[src/rtl/zol_pkg.sv]
package zol_pkg;

    typedef enum logic [1:0] {
        ST_IDLE   = 2'd0,
        ST_BLOCK  = 2'd1,
        ST_REPEAT = 2'd2,
        ST_PAUSE  = 2'd3
    } zol_state_e;

endpackage

[src/rtl/zol_stack.sv]
module zol_stack #(
    parameter int DEPTH = 2,
    parameter int AW    = 16,
    parameter int CW    = 8,
    localparam int DW   = $clog2(DEPTH + 1)
) (
    input  logic          clk,
    input  logic          rst_n,
    input  logic          push_i,
    input  logic          push_rep_i,
    input  logic [AW-1:0] push_start_i,
    input  logic [AW-1:0] push_end_i,
    input  logic [CW-1:0] push_cnt_i,
    input  logic          pop1_i,
    input  logic          pop2_i,
    input  logic          dec_top_i,
    input  logic          dec_below_i,
    output logic [DW-1:0] depth_o,
    output logic [AW-1:0] top_start_o,
    output logic [AW-1:0] top_end_o,
    output logic [CW-1:0] top_cnt_o,
    output logic          top_rep_o,
    output logic [AW-1:0] bel_start_o,
    output logic [AW-1:0] bel_end_o,
    output logic [CW-1:0] bel_cnt_o
);

    logic [DW-1:0] depth_q;
    logic [AW-1:0] s_start [DEPTH];
    logic [AW-1:0] s_end   [DEPTH];
    logic [CW-1:0] s_cnt   [DEPTH];
    logic          s_rep   [DEPTH];

    for (genvar k = 0; k < DEPTH; k++) begin : g_ent
        logic [AW-1:0] e_start;
        logic [AW-1:0] e_end;
        logic [CW-1:0] e_cnt;
        logic          e_rep;
        logic          load;
        logic          dec;

        assign load = push_i && (int'(depth_q) == k);
        assign dec  = (dec_top_i && (int'(depth_q) == k + 1)) ||
                      (dec_below_i && (int'(depth_q) == k + 2));

        always_ff @(posedge clk or negedge rst_n) begin
            if (!rst_n) begin
                e_start <= '0;
                e_end   <= '0;
                e_cnt   <= '0;
                e_rep   <= 1'b0;
            end else if (load) begin
                e_start <= push_start_i;
                e_end   <= push_end_i;
                e_cnt   <= push_cnt_i;
                e_rep   <= push_rep_i;
            end else if (dec) begin
                e_cnt   <= e_cnt - CW'(1);
            end
        end

        assign s_start[k] = e_start;
        assign s_end[k]   = e_end;
        assign s_cnt[k]   = e_cnt;
        assign s_rep[k]   = e_rep;
    end

    always_ff @(posedge clk or negedge rst_n) begin
        if (!rst_n) begin
            depth_q <= '0;
        end else if (push_i) begin
            depth_q <= depth_q + DW'(1);
        end else if (pop2_i) begin
            depth_q <= depth_q - DW'(2);
        end else if (pop1_i) begin
            depth_q <= depth_q - DW'(1);
        end
    end

    always_comb begin
        top_start_o = '0;
        top_end_o   = '0;
        top_cnt_o   = '0;
        top_rep_o   = 1'b0;
        bel_start_o = '0;
        bel_end_o   = '0;
        bel_cnt_o   = '0;
        for (int k = 0; k < DEPTH; k++) begin
            if (int'(depth_q) == k + 1) begin
                top_start_o = s_start[k];
                top_end_o   = s_end[k];
                top_cnt_o   = s_cnt[k];
                top_rep_o   = s_rep[k];
            end
            if (int'(depth_q) == k + 2) begin
                bel_start_o = s_start[k];
                bel_end_o   = s_end[k];
                bel_cnt_o   = s_cnt[k];
            end
        end
    end

    assign depth_o = depth_q;

endmodule

[src/rtl/zol_match.sv]
module zol_match #(
    parameter int AW = 16,
    parameter int CW = 8
) (
    input  logic [AW-1:0] pc_i,
    input  logic          top_ok_i,
    input  logic          bel_ok_i,
    input  logic          top_rep_i,
    input  logic [AW-1:0] top_start_i,
    input  logic [AW-1:0] top_end_i,
    input  logic [CW-1:0] top_cnt_i,
    input  logic [AW-1:0] bel_end_i,
    input  logic [CW-1:0] bel_cnt_i,
    output logic          hit_top_o,
    output logic          last_top_o,
    output logic          hit_below_o,
    output logic          last_below_o
);

    logic [AW-1:0] top_close;

    // a repeat entry closes on its single instruction, a block on its end
    assign top_close    = top_rep_i ? top_start_i : top_end_i;
    assign hit_top_o    = top_ok_i && (pc_i == top_close);
    assign last_top_o   = (top_cnt_i <= CW'(1));
    assign hit_below_o  = bel_ok_i && (pc_i == bel_end_i);
    assign last_below_o = (bel_cnt_i <= CW'(1));

endmodule

[src/rtl/zol_sequencer.sv]
module zol_sequencer
    import zol_pkg::*;
#(
    parameter int AW    = 16,
    parameter int CW    = 8,
    parameter int DEPTH = 2
) (
    input  logic          clk,
    input  logic          rst_n,
    input  logic [AW-1:0] pc_i,
    input  logic          issue_i,
    input  logic          do_cmd_i,
    input  logic          rep_cmd_i,
    input  logic [CW-1:0] cnt_i,
    input  logic [AW-1:0] end_i,
    input  logic          irq_svc_i,
    output logic [AW-1:0] npc_o,
    output logic          redirect_o,
    output logic          loop_err_o
);

    localparam int DW = $clog2(DEPTH + 1);

    zol_state_e state_q, resume_q, run_st, post_st;
    logic          err_q;
    logic          act;
    logic          push, pop1, pop2, dec_t, dec_b, ovf_set;
    logic [DW-1:0] depth_w;
    logic [AW-1:0] top_start, top_end, bel_start, bel_end;
    logic [CW-1:0] top_cnt, bel_cnt;
    logic          top_rep;
    logic          hit_top, last_top, hit_below, last_below;

    zol_stack #(
        .DEPTH (DEPTH),
        .AW    (AW),
        .CW    (CW)
    ) u_stack (
        .clk          (clk),
        .rst_n        (rst_n),
        .push_i       (push),
        .push_rep_i   (!do_cmd_i),
        .push_start_i (pc_i + AW'(1)),
        .push_end_i   (do_cmd_i ? end_i : pc_i + AW'(1)),
        .push_cnt_i   (cnt_i),
        .pop1_i       (pop1),
        .pop2_i       (pop2),
        .dec_top_i    (dec_t),
        .dec_below_i  (dec_b),
        .depth_o      (depth_w),
        .top_start_o  (top_start),
        .top_end_o    (top_end),
        .top_cnt_o    (top_cnt),
        .top_rep_o    (top_rep),
        .bel_start_o  (bel_start),
        .bel_end_o    (bel_end),
        .bel_cnt_o    (bel_cnt)
    );

    zol_match #(
        .AW (AW),
        .CW (CW)
    ) u_match (
        .pc_i         (pc_i),
        .top_ok_i     (depth_w != '0),
        .bel_ok_i     (int'(depth_w) >= 2),
        .top_rep_i    (top_rep),
        .top_start_i  (top_start),
        .top_end_i    (top_end),
        .top_cnt_i    (top_cnt),
        .bel_end_i    (bel_end),
        .bel_cnt_i    (bel_cnt),
        .hit_top_o    (hit_top),
        .last_top_o   (last_top),
        .hit_below_o  (hit_below),
        .last_below_o (last_below)
    );

    assign act    = issue_i && !irq_svc_i;
    assign run_st = (state_q == ST_PAUSE) ? resume_q : state_q;

    // output and stack-operation process
    always_comb begin
        npc_o      = pc_i + AW'(1);
        redirect_o = 1'b0;
        push       = 1'b0;
        pop1       = 1'b0;
        pop2       = 1'b0;
        dec_t      = 1'b0;
        dec_b      = 1'b0;
        ovf_set    = 1'b0;
        post_st    = run_st;
        if (act) begin
            unique case (run_st)
                ST_BLOCK, ST_REPEAT: begin
                    if (hit_top) begin
                        if (!last_top) begin
                            dec_t      = 1'b1;
                            redirect_o = 1'b1;
                            npc_o      = top_rep ? pc_i : top_start;
                        end else if (hit_below) begin
                            if (!last_below) begin
                                pop1       = 1'b1;
                                dec_b      = 1'b1;
                                redirect_o = 1'b1;
                                npc_o      = bel_start;
                                post_st    = ST_BLOCK;
                            end else begin
                                pop2    = 1'b1;
                                post_st = (int'(depth_w) > 2) ? ST_BLOCK : ST_IDLE;
                            end
                        end else begin
                            pop1    = 1'b1;
                            post_st = (int'(depth_w) > 1) ? ST_BLOCK : ST_IDLE;
                        end
                    end else if (run_st == ST_BLOCK && (do_cmd_i || rep_cmd_i)) begin
                        if (cnt_i == '0) begin
                            redirect_o = 1'b1;
                            npc_o      = do_cmd_i ? end_i + AW'(1) : pc_i + AW'(2);
                        end else if (int'(depth_w) == DEPTH) begin
                            ovf_set = 1'b1;
                        end else begin
                            push    = 1'b1;
                            post_st = do_cmd_i ? ST_BLOCK : ST_REPEAT;
                        end
                    end
                end
                ST_IDLE: begin
                    if (do_cmd_i || rep_cmd_i) begin
                        if (cnt_i == '0) begin
                            redirect_o = 1'b1;
                            npc_o      = do_cmd_i ? end_i + AW'(1) : pc_i + AW'(2);
                        end else begin
                            push    = 1'b1;
                            post_st = do_cmd_i ? ST_BLOCK : ST_REPEAT;
                        end
                    end
                end
                default: begin
                end
            endcase
        end
    end

    // state register process
    always_ff @(posedge clk or negedge rst_n) begin
        if (!rst_n) begin
            state_q  <= ST_IDLE;
            resume_q <= ST_IDLE;
            err_q    <= 1'b0;
        end else begin
            if (irq_svc_i) begin
                state_q <= ST_PAUSE;
                if (state_q != ST_PAUSE) begin
                    resume_q <= state_q;
                end
            end else begin
                state_q <= post_st;
            end
            if (ovf_set) begin
                err_q <= 1'b1;
            end
        end
    end

    assign loop_err_o = err_q;

endmodule

[config.mk]
export PLATFORM = sky130hd
export DESIGN_NAME = zol_sequencer
export DESIGN_NICKNAME = d
export VERILOG_FILES = /design/src/rtl/zol_pkg.sv /design/src/rtl/zol_stack.sv /design/src/rtl/zol_match.sv /design/src/rtl/zol_sequencer.sv
export SDC_FILE = /design/constraint.sdc
export NUM_CORES = 1
export LEC_CHECK = 0
export BUFFER_PORTS_ARGS = -buffer_cell sky130_fd_sc_hd__buf_2
export CAP_MARGIN = 20
export CORE_UTILIZATION = 40
export DETAILED_ROUTE_END_ITERATION = 10
export GPL_ROUTABILITY_DRIVEN = 0
export HOLD_SLACK_MARGIN = 0.05
export PLACE_DENSITY = 0.57
export SYNTH_ARGS = -nofsm -noshare
export SYNTH_HDL_FRONTEND = slang
export SYNTH_SLANG_ARGS = --single-unit
[constraint.sdc]
create_clock -name clk -period 7.56 [get_ports clk]
set_input_delay 0 -clock clk [delete_from_list [all_inputs] [get_ports clk]]
set_output_delay 0 -clock clk [all_outputs]
set_load 0.005 [all_outputs]
# Word level (Yosys, flattened, before mapping)
# Cells that the tools add are included.
op_classes:
  reduce_logical: 24
  n_mux: 92
  order_cmp: 5
  n_eq_ne: 9
  n_addsub: 8
ops:
  columns: ["op", "count"]
  rows:
  - ["16-bit two-way mux", 20]
  - ["8-bit two-way mux", 8]
  - ["1-bit two-way mux", 45]
  - ["16-bit by 1-bit adder with 16-bit output (second input constant)", 2]
  - ["16-bit equality test", 2]
  - ["16-bit one-hot mux with 2 select lines", 1]
  - ["2-bit two-way mux", 15]
  - ["16-bit by 2-bit adder with 16-bit output (second input constant)", 1]
  - ["8-bit by 1-bit <= comparator with 1-bit output (second input constant)", 2]
  - ["8-bit by 1-bit subtractor with 8-bit output (second input constant)", 2]
  - ["1-bit logical AND", 10]
  - ["2-bit equality test (second input constant)", 4]
  - ["8-bit zero test", 1]
  - ["2-bit nonzero test", 3]
  - ["2-bit by 1-bit equality test with 1-bit output (second input constant)", 2]
  - ["2-bit zero test", 2]
  - ["1-bit one-hot mux with 2 select lines", 2]
  - ["2-bit one-hot mux with 2 select lines", 1]
  - ["1-bit logical OR", 3]
  - ["3-bit nonzero test", 1]
  - ["2-bit by 1-bit adder with 2-bit output (second input constant)", 1]
  - ["2-bit greater-or-equal comparator (second input constant)", 1]
  - ["2-bit by 1-bit greater-than comparator with 1-bit output (second input constant)", 1]
  - ["2-bit greater-than comparator (second input constant)", 1]
  - ["6 further kinds", 7]
totals:
  register_bits: 89
  inputBits: 46
  word_cells: 150

# Longest topological paths before layout
# Gate-level depths: netlist of the first run.
depth:
  depth_word: 14
  mapped_depth: 15

# Modules after synthesis
# From an unflattened synthesis of the first run, not the netlist that was laid out.
unflattened:
  hier_cells: 914
  hier_area_um2: 7732.4
modules_own_cells:
  columns: ["module", "area_each_um2", "n_inst", "cells_each"]
  rows:
  - ["zol_stack", 4558.1, 1, 454]
  - ["zol_sequencer", 2607.5, 1, 394]
  - ["zol_match", 566.8, 1, 66]

# Least setup slack after synthesis of the first run
# No wires, ideal clock.
synth_timing:
  path_type: "register -> register"
  from: "register u_stack.depth_q[0], in the netlist u_stack.depth_o[0]"
  to: "register u_stack.g_ent[1].e_cnt[7]"
  setup_slack_ns: 4.304
  t_required_ns: 7.435
  path_buffers: 3
  synth_period_minus_slack_ns: 3.256
  t_arrival_ns: 3.131
  setup_ns: 0.125
  stages_incl_launch_ff: 14
  path_cell_list: "dfrtp_1 > inv_1 > ha_1 > buf_6 > nor2b_1 > a221oi_1 > a21oi_1 > or4_1 > buf_2 > or4_1 > a211oi_2 > buf_4 > a31oi_1 > mux2_2"
synth_via:
  elab_chain_len: 13
  elab_cells_between_ends: 46
  cone_classes: "3 x order compare; 5 x eq/ne; 30 x mux; 8 x reduce/logical"
synth_lines:
  columns: ["item", "line_no", "text"]
  rows:
  - ["start: declaration", "zol_stack.sv:28", "logic [DW-1:0] depth_q;"]
  - ["start signal: assignment", "zol_stack.sv:72", "depth_q <= depth_q + DW'(1);"]
  - ["start signal: assignment", "zol_stack.sv:74", "depth_q <= depth_q - DW'(2);"]
  - ["start signal: assignment", "zol_stack.sv:76", "depth_q <= depth_q - DW'(1);"]
  - ["2-bit equality test", null, null]
  - ["8-bit two-way mux or 16-bit two-way mux (tied branches) (2 in a row)", "zol_stack.sv:95", "if (int'(depth_q) == k + 2) begin"]
  - ["8-bit by 1-bit <= comparator with 1-bit output or 16-bit equality test (tied branches)", "zol_match.sv:27, zol_match.sv:26", null]
  - ["1-bit two-way mux or 1-bit logical AND (tied branches)", "zol_sequencer.sv:102, zol_match.sv:26", null]
  - ["1-bit two-way mux", "zol_sequencer.sv:101", "end else if (hit_below) begin"]
  - ["1-bit two-way mux", "zol_sequencer.sv:97", "if (!last_top) begin"]
  - ["1-bit two-way mux", "zol_sequencer.sv:96", "if (hit_top) begin"]
  - ["1-bit two-way mux", "zol_sequencer.sv:94", "unique case (run_st)"]
  - ["1-bit two-way mux", "zol_sequencer.sv:93", "if (act) begin"]
  - ["1-bit logical AND", "zol_stack.sv:44", "(dec_below_i && (int'(depth_q) == k + 2));"]
  - ["1-bit logical OR", "zol_stack.sv:43", "assign dec = (dec_top_i && (int'(depth_q) == k + 1)) ||"]
  - ["2-bit nonzero test (no source line)", null, null]
  - ["end signal: assignment", "zol_stack.sv:55", "e_cnt <= push_cnt_i;"]
  - ["end signal: assignment", "zol_stack.sv:58", "e_cnt <= e_cnt - CW'(1);"]
  - ["end: declaration", "zol_stack.sv:37", "logic [CW-1:0] e_cnt;"]
# Parallel ways exist; a longest one is shown, timed or not.
# A chain may end at the register's enable or synchronous reset.

# Worst setup path after layout of the first run
layout_timing:
  from: "register u_stack.depth_q[0], in the netlist u_stack.depth_o[0]"
  to: "output npc_o[0]"
layout_via:
  elab_chain_len: 10
  elab_cells_between_ends: 33
  cone_classes: "3 x order compare; 5 x eq/ne; 22 x mux; 3 x reduce/logical"
layout_lines:
  columns: ["item", "line_no", "text"]
  rows:
  - ["2-bit equality test", "zol_stack.sv:89, zol_stack.sv:95", null]
  - ["8-bit two-way mux or 16-bit two-way mux (tied branches) (2 in a row)", "zol_stack.sv:95", null]
  - ["8-bit by 1-bit <= comparator with 1-bit output or 16-bit equality test (tied branches)", "zol_match.sv:27, zol_match.sv:26", null]
  - ["16-bit two-way mux or 1-bit logical AND (tied branches)", "zol_sequencer.sv:102, zol_match.sv:26", null]
  - ["16-bit two-way mux", "zol_sequencer.sv:101", null]
  - ["16-bit two-way mux", "zol_sequencer.sv:97", null]
  - ["16-bit two-way mux (*)", "zol_sequencer.sv:96", null]
  - ["16-bit one-hot mux with 2 select lines (*)", "zol_sequencer.sv:94", null]
  - ["16-bit two-way mux (*)", "zol_sequencer.sv:93", null]
  - ["end: declaration", "zol_sequencer.sv:17", "output logic [AW-1:0] npc_o,"]
# Mark *: on every way between the ends. The rest lies on a longest branch, timed or not.

==> results of run 1 <==
## kinds of logic after synthesis
logic type	Yosys count	share of synthesized area, %
buffers and inverters	127	6.91
DFF	89	26.2
xor gates and xnor gates	76	7.84
and+or+nand+nor	337	19.3
muxes	101	13.9
adders and majority gates	12	1.77
AOI/OAI and AO/OA	290	24.0
## per-stage QoR
stage | cell area (µm²) | hold WS (ns) | util (%) | setup slack (ns) | power [mW]
detailed placement | 8860 | -0.102 | 43.3 | 2.90 | 2.58
global route | 9240 | 0.0798 | 45.1 | 2.41 | 3.27
floorplan | 8490 | -0.296 | - | 4.30 | 2.13
finish | 9240 | 0.0457 | 45.1 | 2.67 | 3.07
CTS | 9240 | 0.0516 | 45.1 | 2.71 | 3.04
global placement | 8860 | -0.111 | 43.3 | 2.94 | 2.56
## cells in the final DEF (no fill, tap or decap), types with 11 or more instances in the layout
cell type  count
xor2_1        38
nor2b_1       11
a21oi_1       36
o211ai_1      21
a22oi_1       36
buf_4         20
a31oi_1       26
nor2_1        57
xnor2_1       38
inv_1         35
nand2_1      143
nor3_1        14
mux2_2        47
and3_1        12
o22ai_1       13
buf_2         62
mux2i_1       30
nand3_1       25
o21ai_0       54
a211oi_1      22
o2111ai_1     11
mux2_4        22
dfrtp_1       89
nand4_1       15
## power by group through the flow
stage	combinational, mW	sequential (mW)	clock, mW
2_1_floorplan	1.26	0.874	0
3_3_place_gp	1.55	1.01	0
3_5_place_dp	1.56	1.01	0
4_1_cts	1.58	1.01	0.457
5_1_grt	1.75	1.05	0.474
6_report	1.60	1.02	0.450
## worst register-to-register path, stage by stage (launching register included)
cell      delay (ns)
dfrtp_1         0.42
inv_1           0.11
ha_2            0.66
buf_4           0.58
nand2_1         0.09
o21ai_0         0.21
xor2_1          0.09
or4_1           0.66
or4_1           0.64
a211oi_2        0.68
a31oi_1         0.17
mux2_2          0.29
## registers in the layout (all words and copies together), names as in the netlist
register / cells
u_stack.g_ent.e_end: 32
u_stack.g_ent.e_start: 32
u_stack.g_ent.e_cnt: 16
resume_q: 2
state_q: 2
u_stack.depth_o: 2
u_stack.g_ent.e_rep: 2
loop_err_o: 1
## area by class of cell
type                            instances  area [µm²]
Timing Repair Buffer                   92         561
Tap cell                              270         338
Sequential cell                        89        2230
Clock buffer                           12         236
Multi-Input combinational cell        816        5710
Inverter                               35         131
Clock inverter                          3        42.5
Fill cell                            2073       11300
## per-layer routing
layer	global-route usage, %	wire length (µm)	vias to the layer above
met5	0	45	-
met4	10.9	778	6
met3	5.65	2570	66
met2	38.8	12300	412
met1	42.2	14200	3910
li1	-	-	3820
## path summary, 6_finish.rpt
check	from	endpoint	slack (ns)	cells after the start
worst max register to register	u_stack.depth_o[0]	u_stack.g_ent[1].e_cnt[7]	2.85	11
worst min-delay path	rst_n	u_stack.g_ent[0].e_cnt[1]	0.05	2
worst max-delay path	u_stack.depth_o[0]	npc_o[0]	2.67	12
worst min register to register	loop_err_o	loop_err_o	0.48	1
max in group asynchronous	rst_n	u_stack.g_ent[1].e_start[6]	6.26	3
min in group clk	end_i[15]	u_stack.g_ent[0].e_end[15]	0.05	3
==> impl_results.md, run 1 <==
* CP Launch Type: flip-flop
* Die area at 21800 µm²
* DRC Markers at 0
* Cells after synthesis at 1032
* Detail Route Antenna Nets at 0
* Maximum vdd drop at 0.142 mV
* Clock share of power at 14.7%
* Drt wl/cell at 22.7 µm
* Combinational power share at 52.1%
* Layout cell share with drive strength beyond 1 at 18.6%
* Clk_lat worst skew at 0.36 ns
* Psw at 1.42 mW
* Vias in the first global route at 7662
* Slew HR at 26.2%
* Placed cell count at 1292
* Core box area at 20500 µm²
* Synth area leaders: dfrtp_1 (26%), nand2_1 (6.3%), mux2_2 (6.2%)
* Post-synth ARST share at 100%
* CTS Buf Count at 9
* Seq pwr share at 33.2%
* Maximum number of pins on one net before global-route repair at 73
* Top_reg_cell synth: dfrtp_1
* Port Buffers at 63
* Switching share of power at 46.4%
* Via density at 6.24
* CTS tree: built
* CP top delay family: simple AND/OR/NAND/NOR gates
* Fin crit share at 64.7%
* Post-synth EDFFs at 0
* Cell mode on critical path: nand2_1
* Post_cts resized at 0
* Pwr per Cell Area at 332 nW/µm²
* Synth-to-Final Area Change at 8.92%
* Die width at 148 µm
* Syn Area/Cell at 8.22 µm²
* Leak pwr at 3.60 nW
* Crit path buf inv count at 3
* Worst slew pin tran at 1.10 ns
* Root Driver: clkbuf_16
* WL final at 29800 µm
* Initial antenna violation count at 2
* Yosys top cell area share at 26.2%
* Max Clk Rate at 0.204 GHz
* Hold buffer count at cts at 10
* Clock Tree Buf Depth at 2
* Worst-path fanout max at 46
* Mapped cell area at 8490 µm²
* Yosys reg bits at 89
* Global-route total usage across every layer at 28.1%
* I/O pins at 64
* Starting Density at 41.4%
* Worst Path Required at 7.56 ns
* Post-DP HPWL at 21600 µm
* Netlist cell types at 80
* Syn Nets at 1090
* RSZ-0062 raised after global routing: no
* Cell Int Power at 1.64 mW
* Pre-Repair DR Iteration Count at 6
* Nets at 1101
* Rows at 52
* Final Skew at 0.00583 ns
* CP endpoint kind: output port
* Most frequent cells after synthesis: nand2_1 (143), dfrtp_1 (89), nor2_1 (57)
* H-Tree Depth at 3
* CP cell instances: inv_1 > ha_2 > buf_4 > nand2_1 > o21ai_0 > xor2_1 > or4_1 > or4b_2 > nand2_1 > o211ai_1 > a32oi_1 > buf_2
* Global-route wire length before repair at 46600 µm
* Chip Height at 148 µm
* Setup violations, final at 0
* Setup repair bufs after CTS at 0
* Diode count at 0
* Post-Layout Cell Count at 1317
* Worst Path Arrival at 4.89 ns
* Status: finished clean
* Slew Limit Fails at 0
* Via count at 8214
* Yosys warns at 0
* Synth area leader: dfrtp_1
* Largest stage delay, worst path at 0.90 ns
* GR Overflow Total at 0
* Setup TNS at 0 ns
* DR iter-0 viols at 1015
* Fin. Hold Viols at 0
* Worst-path clk slew at 0.06 ns
* Most frequent cell after synthesis: nand2_1
* Maxcap violations at 0
* Slowest CP cell: or4b_2
* Min-Delay Path Class: in2async
* Crit Path Class: reg2out
* Final min period at 4.89 ns
* Post-synthesis sequential area ratio at 26.2%
* Clock sink count at 89
Note: power is estimated with default switching activity, not from simulation.
==> run 2, diff against run 1 <==
- PLACE_DENSITY: 0.57 -> 0.59
- clock period: 7.56 -> 4.2 ns (I/O delays scaled with it)
==> impl_results.md, run 2 (same netlist as run 1, synthesis figures left out) <==
* Status: finished clean (unchanged)
* DRC Markers at 0 (unchanged)
* Slew Limit Fails at 0 (unchanged)
* Drt wl/cell at 22.5 µm (was 22.7 µm)
* Leak pwr at 3.76 nW (was 3.60 nW)
* Clock Tree Buf Depth at 2 (unchanged)
* Hold slack at 0.0909 ns (was 0.0457 ns)
* Most common cell after layout, fill and taps aside: nand2_1 (unchanged)
* Via count at 8298 (was 8214)
* Global-route wire length before repair at 46500 µm (was 46600 µm)
* Cell mode on critical path: a211oi_1 (was nand2_1)
* Final Total Pwr at 5.80 mW (was 3.07 mW)
* Worst-path fanout max at 23 (was 46)
* Placed cell count at 1314 (was 1292)
* Most frequent cells in the layout: nand2_1 (142), dfrtp_1 (89), buf_2 (62) (was nand2_1 (143), dfrtp_1 (89), buf_2 (62))
* Worst Path Arrival at 4.02 ns (was 4.89 ns)
* I/O pins at 64 (unchanged)
* CTS tree: built (unchanged)
* GR Overflow Total at 0 (unchanged)
* Slowest CP cell: or4b_4 (was or4b_2)
* Crit. path cell count at 12 (unchanged)
* Chip Height at 148 µm (unchanged)
* CP top delay family: simple AND/OR/NAND/NOR gates (unchanged)
* CP Launch Type: flip-flop (unchanged)
* Pwr per Cell Area at 609 nW/µm² (was 332 nW/µm²)
* Port Buffers at 63 (unchanged)
* CP cell instances: inv_1 > ha_2 > buf_4 > nand2_1 > o211a_1 > a211oi_1 > nand4_2 > or4b_4 > a211oi_1 > o2111ai_1 > o211ai_1 > buf_2 (was inv_1 > ha_2 > buf_4 > nand2_1 > o21ai_0 > xor2_1 > or4_1 > or4b_2 > nand2_1 > o211ai_1 > a32oi_1 > buf_2)
* Die area at 21800 µm² (unchanged)
* Initial antenna violation count at 0 (was 2)
* Fin. Hold Viols at 0 (unchanged)
* Setup TNS at 0 ns (unchanged)
* Starting Density at 41.4% (unchanged)
* Post-DP HPWL at 22600 µm (was 21600 µm)
* FF-to-FF path depth at 11 (unchanged)
* Die width at 148 µm (unchanged)
* Worst reg-to-reg setup slack at 0.41 ns (was 2.85 ns)
* Maximum vdd drop at 0.254 mV (was 0.142 mV)
* Core box area at 20500 µm² (unchanged)
* Crit Path Class: reg2out (unchanged)
* Vias in the first global route at 7555 (was 7662)
* Synth-to-Final Area Change at 12.2% (was 8.92%)
* Max Clk Rate at 0.249 GHz
* Clock sink count at 89 (unchanged)
* Fin crit share at 95.6%
* Rows at 52 (unchanged)
* Pre-Repair DR Iteration Count at 6 (unchanged)
* R2R Path Start: u_stack.depth_o[0] (unchanged)
* CTS Buf Count at 9 (unchanged)
* Maximum number of pins on one net before global-route repair at 47 (was 73)
* Crit path buf inv count at 3 (unchanged)
* H-Tree Depth at 3 (unchanged)
* Nets at 1124 (was 1101)
* Worst-path clk slew at 0.07 ns (was 0.06 ns)
* RR Endpoint: u_stack.g_ent[0].e_cnt[1] (was u_stack.g_ent[1].e_cnt[7])
* Largest stage delay, worst path at 0.76 ns (was 0.90 ns)
* Worst Path Required at 4.20 ns (was 7.56 ns)
* DR iter-0 viols at 953 (was 1015)
* CP endpoint kind: output port (unchanged)
* Biggest registers after layout: u_stack.g_ent.e_end x32, u_stack.g_ent.e_start x32, u_stack.g_ent.e_cnt x16 (unchanged)
* Detail Route Antenna Nets at 0 (unchanged)
* Setup violations, final at 0 (unchanged)
* Maxcap violations at 0 (unchanged)
* Clk_lat worst skew at 0.36 ns (about the same)
* RSZ-0062 raised after global routing: no (unchanged)
* Slew HR at 37.2% (was 26.2%)
* Worst Setup SP: u_stack.depth_o[0] (unchanged)
* Global-route total usage across every layer at 28.0% (was 28.1%)
* Final Skew at 0.00743 ns (was 0.00583 ns)
* Post-Layout Cell Count at 1341 (was 1317)
* Crit path to: npc_o[1] (was npc_o[0])
* Worst slew pin tran at 0.936 ns (was 1.10 ns)
* Via density at 6.19 (was 6.24)
* Min-Delay Path Class: in2reg (was in2async)
* Diode count at 0 (unchanged)
* Layout cell share with drive strength beyond 1 at 20.7% (was 18.6%)
* Final min period at 4.02 ns
* Root Driver: clkbuf_16 (unchanged)
* WL final at 30100 µm (was 29800 µm)
[run 2: cell types whose count changed in the layout (fill, tap and decap cells not counted), moves of 2 or more]
| cell | before | now |
|---|---|---|
| buf_4 | 20 | 40 |
| buf_12 | 0 | 2 |
| bufinv_16 | 1 | 3 |
| clkbuf_1 | 3 | 1 |
[run 2: cell type report]
cell class,count,area (µm²)
Multi-Input combinational cell,816,5720
Fill cell,2012,11000
Clock buffer,10,229
Clock inverter,6,115
Timing Repair Buffer,115,761
Sequential cell,89,2230
Inverter,35,131
Tap cell,270,338
[run 2: worst min-delay path, cell delays in order]
cell     delay (ns)
buf_2          0.13
a31oi_1        0.08
nor2_1         0.09
nor2_1         0.05
nand3_1        0.06
[run 2: per-stage QoR]
step                cell area (µm²)  setup WS [ns]  utilization, %
floorplan                      8490          0.944               -
global placement               9050          0.302            44.2
detailed placement             9050          0.336            44.2
CTS                            9510          0.167            46.4
global route                   9520        0.00944            46.5
finish                         9520          0.184            46.5
[run 2: power breakdown]
part | leakage [nW] | switching (mW) | internal (mW) | total, mW
combinational | 2.52 | 1.72 | 1.32 | 3.04
clock | 0.163 | 0.359 | 0.585 | 0.944
sequential | 1.08 | 0.533 | 1.28 | 1.82
[run 2: timing repair]
action | in CTS | in global routing
hold endpoints to repair | 63 | 0
resized for setup | 1 | 3
buffers inserted | 0 | 0
hold buffers | 11 | 0
endpoints found under the setup margin | 3 | 7
gates cloned | 0 | 0
pin swaps | 0 | 1
[run 2: metal layers]
| layer | up-vias | track usage (%) | wire (µm) |
|---|---|---|---|
| li1 | 3853 | - | - |
| met1 | 3921 | 42.5 | 13700 |
| met2 | 478 | 39.5 | 12500 |
| met3 | 46 | 4.88 | 3240 |
| met4 | 0 | 9.64 | 704 |
| met5 | - | 0 | 0 |
[run 2: worst min path at each step]
stage | start | to | slack, ns | depth (start not counted)
CTS | end_i[12] | u_stack.g_ent[0].e_end[12] | 0.07 | 3
floorplan | rst_n | loop_err_o | -0.30 | 0
finish | rep_cmd_i | state_q[1] | 0.09 | 5
detailed placement | rst_n | u_stack.g_ent[0].e_cnt[3] | 0.06 | 1
global route | end_i[8] | u_stack.g_ent[0].e_end[8] | 0.09 | 3
global placement | rst_n | u_stack.g_ent[0].e_cnt[3] | 0.06 | 1
==> run 3, diff against run 2 <==
--- a/config.mk
+++ b/config.mk
@@ -10,2 +10,3 @@
 export CORE_UTILIZATION = 40
+export CTS_BUF_LIST = sky130_fd_sc_hd__clkbuf_4
 export DETAILED_ROUTE_END_ITERATION = 10
--- a/constraint.sdc
+++ b/constraint.sdc
@@ -3,2 +3,2 @@
 set_output_delay 0 -clock clk [all_outputs]
-set_load 0.005 [all_outputs]
+set_load 0.1 [all_outputs]
==> impl_results.md, run 3 (same netlist as run 1, synthesis figures left out) <==
* Maximum vdd drop at 0.251 mV (was 0.254 mV)
* Port Buffers at 63 (unchanged)
* GR Overflow Total at 0 (unchanged)
* CP cell instances: buf_4 > mux2_4 > a22oi_1 > xnor2_1 > or3_1 > or4_4 > buf_4 > o41ai_2 > nor3_1 > a21oi_2 > buf_12 (was inv_1 > ha_2 > buf_4 > nand2_1 > o211a_1 > a211oi_1 > nand4_2 > or4b_4 > a211oi_1 > o2111ai_1 > o211ai_1 > buf_2)
* Slew HR at 40.9% (was 37.2%)
* Min-Delay Path Class: in2reg (unchanged)
* Maximum number of pins on one net before global-route repair at 55 (was 47)
* Die width at 148 µm (unchanged)
* Starting Density at 41.4% (unchanged)
* Seq. cell area at 2230 µm² (about the same)
* R2R Path Start: u_stack.depth_o[0] (unchanged)
* Final min period at 4.02 ns (about the same)
* Final Skew at 0.0191 ns (was 0.00743 ns)
* CTS tree: built (unchanged)
* DRC Markers at 0 (unchanged)
* Drt wl/cell at 22.0 µm (was 22.5 µm)
* Pre-Repair DR Iteration Count at 5 (was 6)
* RR Endpoint: u_stack.g_ent[1].e_cnt[4] (was u_stack.g_ent[0].e_cnt[1])
* Leak pwr at 3.89 nW (was 3.76 nW)
* Root Driver: clkbuf_4 (was clkbuf_16)
* Max Clk Rate at 0.249 GHz (about the same)
* Biggest registers after layout: u_stack.g_ent.e_end x32, u_stack.g_ent.e_start x32, u_stack.g_ent.e_cnt x16 (unchanged)
* Slew Limit Fails at 0 (unchanged)
* CP Launch Type: flip-flop (unchanged)
* Core box area at 20500 µm² (unchanged)
* Post-DP HPWL at 22400 µm (was 22600 µm)
* Layout cell share with drive strength beyond 1 at 22.4% (was 20.7%)
* Die area at 21800 µm² (unchanged)
* Fin crit share at 95.7% (was 95.6%)
* Status: finished clean (unchanged)
* Setup TNS at 0 ns (unchanged)
* Final Total Pwr at 6.04 mW (was 5.80 mW)
* CTS Buf Count at 9 (unchanged)
* Worst Path Arrival at 4.02 ns (about the same)
* Synth-to-Final Area Change at 16.9% (was 12.2%)
* Clk_lat worst skew at 0.49 ns (was 0.36 ns)
* Fin. Hold Viols at 0 (unchanged)
* Pwr per Cell Area at 608 nW/µm² (was 609 nW/µm²)
* Via density at 6.19 (about the same)
* Maxcap violations at 0 (unchanged)
* RSZ-0062 raised after global routing: no (unchanged)
* Slowest CP cell: or4_4 (was or4b_4)
* Crit Path Class: reg2out (unchanged)
* Hold slack at 0.102 ns (was 0.0909 ns)
* Initial antenna violation count at 1 (was 0)
* DR iter-0 viols at 863 (was 953)
* Placed instance area at 9380 µm² (was 9050 µm²)
* I/O pins at 64 (unchanged)
* Clock sink count at 89 (unchanged)
* Rows at 52 (unchanged)
* FF-to-FF path depth at 13 (was 11)
* Via count at 8458 (was 8298)
* Multi-input gate area at 5840 µm² (was 5720 µm²)
* Worst slew pin tran at 0.880 ns (was 0.936 ns)
* Worst Hold Path Cells at 3 (was 5)
* Setup violations, final at 0 (unchanged)
* Global-route wire length before repair at 46000 µm (was 46500 µm)
* Worst reg-to-reg setup slack at 0.48 ns (was 0.41 ns)
* H-Tree Depth at 3 (unchanged)
* Detail Route Antenna Nets at 0 (unchanged)
* Vias in the first global route at 7604 (was 7555)
* Clock Tree Buf Depth at 2 (unchanged)
* WL final at 30100 µm (about the same)
* Worst Path Required at 4.20 ns (about the same)
* Design area at 9920 µm² (was 9520 µm²)
* WHS Endpoint: u_stack.g_ent[1].e_start[15] (was state_q[1])
* Worst-path fanout max at 12 (was 23)
* CP endpoint kind: output port (unchanged)
* Cell mode on critical path: buf_4 (was a211oi_1)
* Hold Startpoint: pc_i[15] (was rep_cmd_i)
* Worst-path clk slew at 0.14 ns (was 0.07 ns)
* Chip Height at 148 µm (unchanged)
* Nets at 1149 (was 1124)
* Most common cell after layout, fill and taps aside: nand2_1 (unchanged)
* FILL cells at 2007 (was 2012)
* Largest stage delay, worst path at 0.62 ns (was 0.76 ns)
* Global-route total usage across every layer at 27.8% (was 28.0%)
* Most frequent cells in the layout: nand2_1 (142), dfrtp_1 (87), nor2_1 (56) (was nand2_1 (142), dfrtp_1 (89), buf_2 (62))
* Core Util, Final at 48.4% (was 46.5%)
==> run 3: cell types whose count changed in the layout (fill, tap and decap cells not counted), moves of 3 or more <==
cell / before / now
o221ai_2: 0 / 5
clkbuf_4: 0 / 10
buf_2: 62 / 45
buf_12: 2 / 18
dlygate4sd3_1: 11 / 28
a311oi_2: 0 / 3
clkbuf_16: 9 / 0
buf_4: 40 / 45
clkinv_1: 0 / 3
o221ai_1: 8 / 3
a311oi_1: 3 / 0
==> run 3: how the worst max path moves through the flow <==
| stage | end | depth (start not counted) | from | slack (ns) |
|---|---|---|---|---|
| 2_1_floorplan | npc_o[12] | 12 | u_stack.depth_o[1] | -0.02 |
| 3_3_place_gp | npc_o[1] | 12 | u_stack.depth_o[0] | 0.28 |
| 3_5_place_dp | npc_o[1] | 12 | u_stack.depth_o[0] | 0.26 |
| 4_1_cts | npc_o[11] | 13 | u_stack.depth_o[1] | 0.02 |
| 5_1_grt | npc_o[11] | 13 | u_stack.depth_o[1] | 0.02 |
| 6_report | npc_o[11] | 11 | u_stack.g_ent[0].e_rep | 0.18 |
==> run 3: layout make-up <==
class                           instances  area share, %
Multi-Input combinational cell        816           58.9
Sequential cell                        89           22.5
Timing Repair Buffer                  140           12.6
Tap cell                              270           3.40
Inverter                               35           1.32
Clock buffer                            9          0.681
Clock inverter                          7          0.618
Antenna cell                            1         0.0252
==> run 3: worst max-delay path, delay by kind of cell, from the launching register on <==
kind                      cells  cell delay [ns]
muxes                         1             0.33
DFF                           1             0.58
buffers and inverters         3             0.73
AOI/OAI and AO/OA             3             0.76
xor gates and xnor gates      1             0.08
and+or+nand+nor               3             1.03
==> run 3: power breakdown <==
part	internal, mW	leakage (nW)	total [mW]	switching [mW]
combinational	1.52	2.75	3.77	2.25
clock	0.174	0.0645	0.486	0.312
sequential	1.28	1.07	1.78	0.496
==> run 3: stage by stage <==
stage / setup slack [ns] / instances
2_1_floorplan: -0.0181 / 1032
3_3_place_gp: 0.280 / 1320
3_5_place_dp: 0.260 / 1320
4_1_cts: 0.0202 / 1365
5_1_grt: 0.0205 / 1367
6_report: 0.181 / 1367
==> run 3: layer usage <==
layer / up-vias / routed length (µm) / global-route usage, %
met5: - / 0 / 0
met4: 0 / 580 / 9.12
met3: 36 / 2510 / 4.51
met2: 389 / 12900 / 41.0
met1: 4124 / 14100 / 41.0
li1: 3909 / - / -
==> run 3: what timing repair did <==
action / in CTS / in global routing
hold endpoints to repair: 85 / 0
endpoints found under the setup margin: 17 / 17
hold buffers: 29 / 0
resized for setup: 11 / 11
pin swaps: 0 / 1
setup buffers: 0 / 1
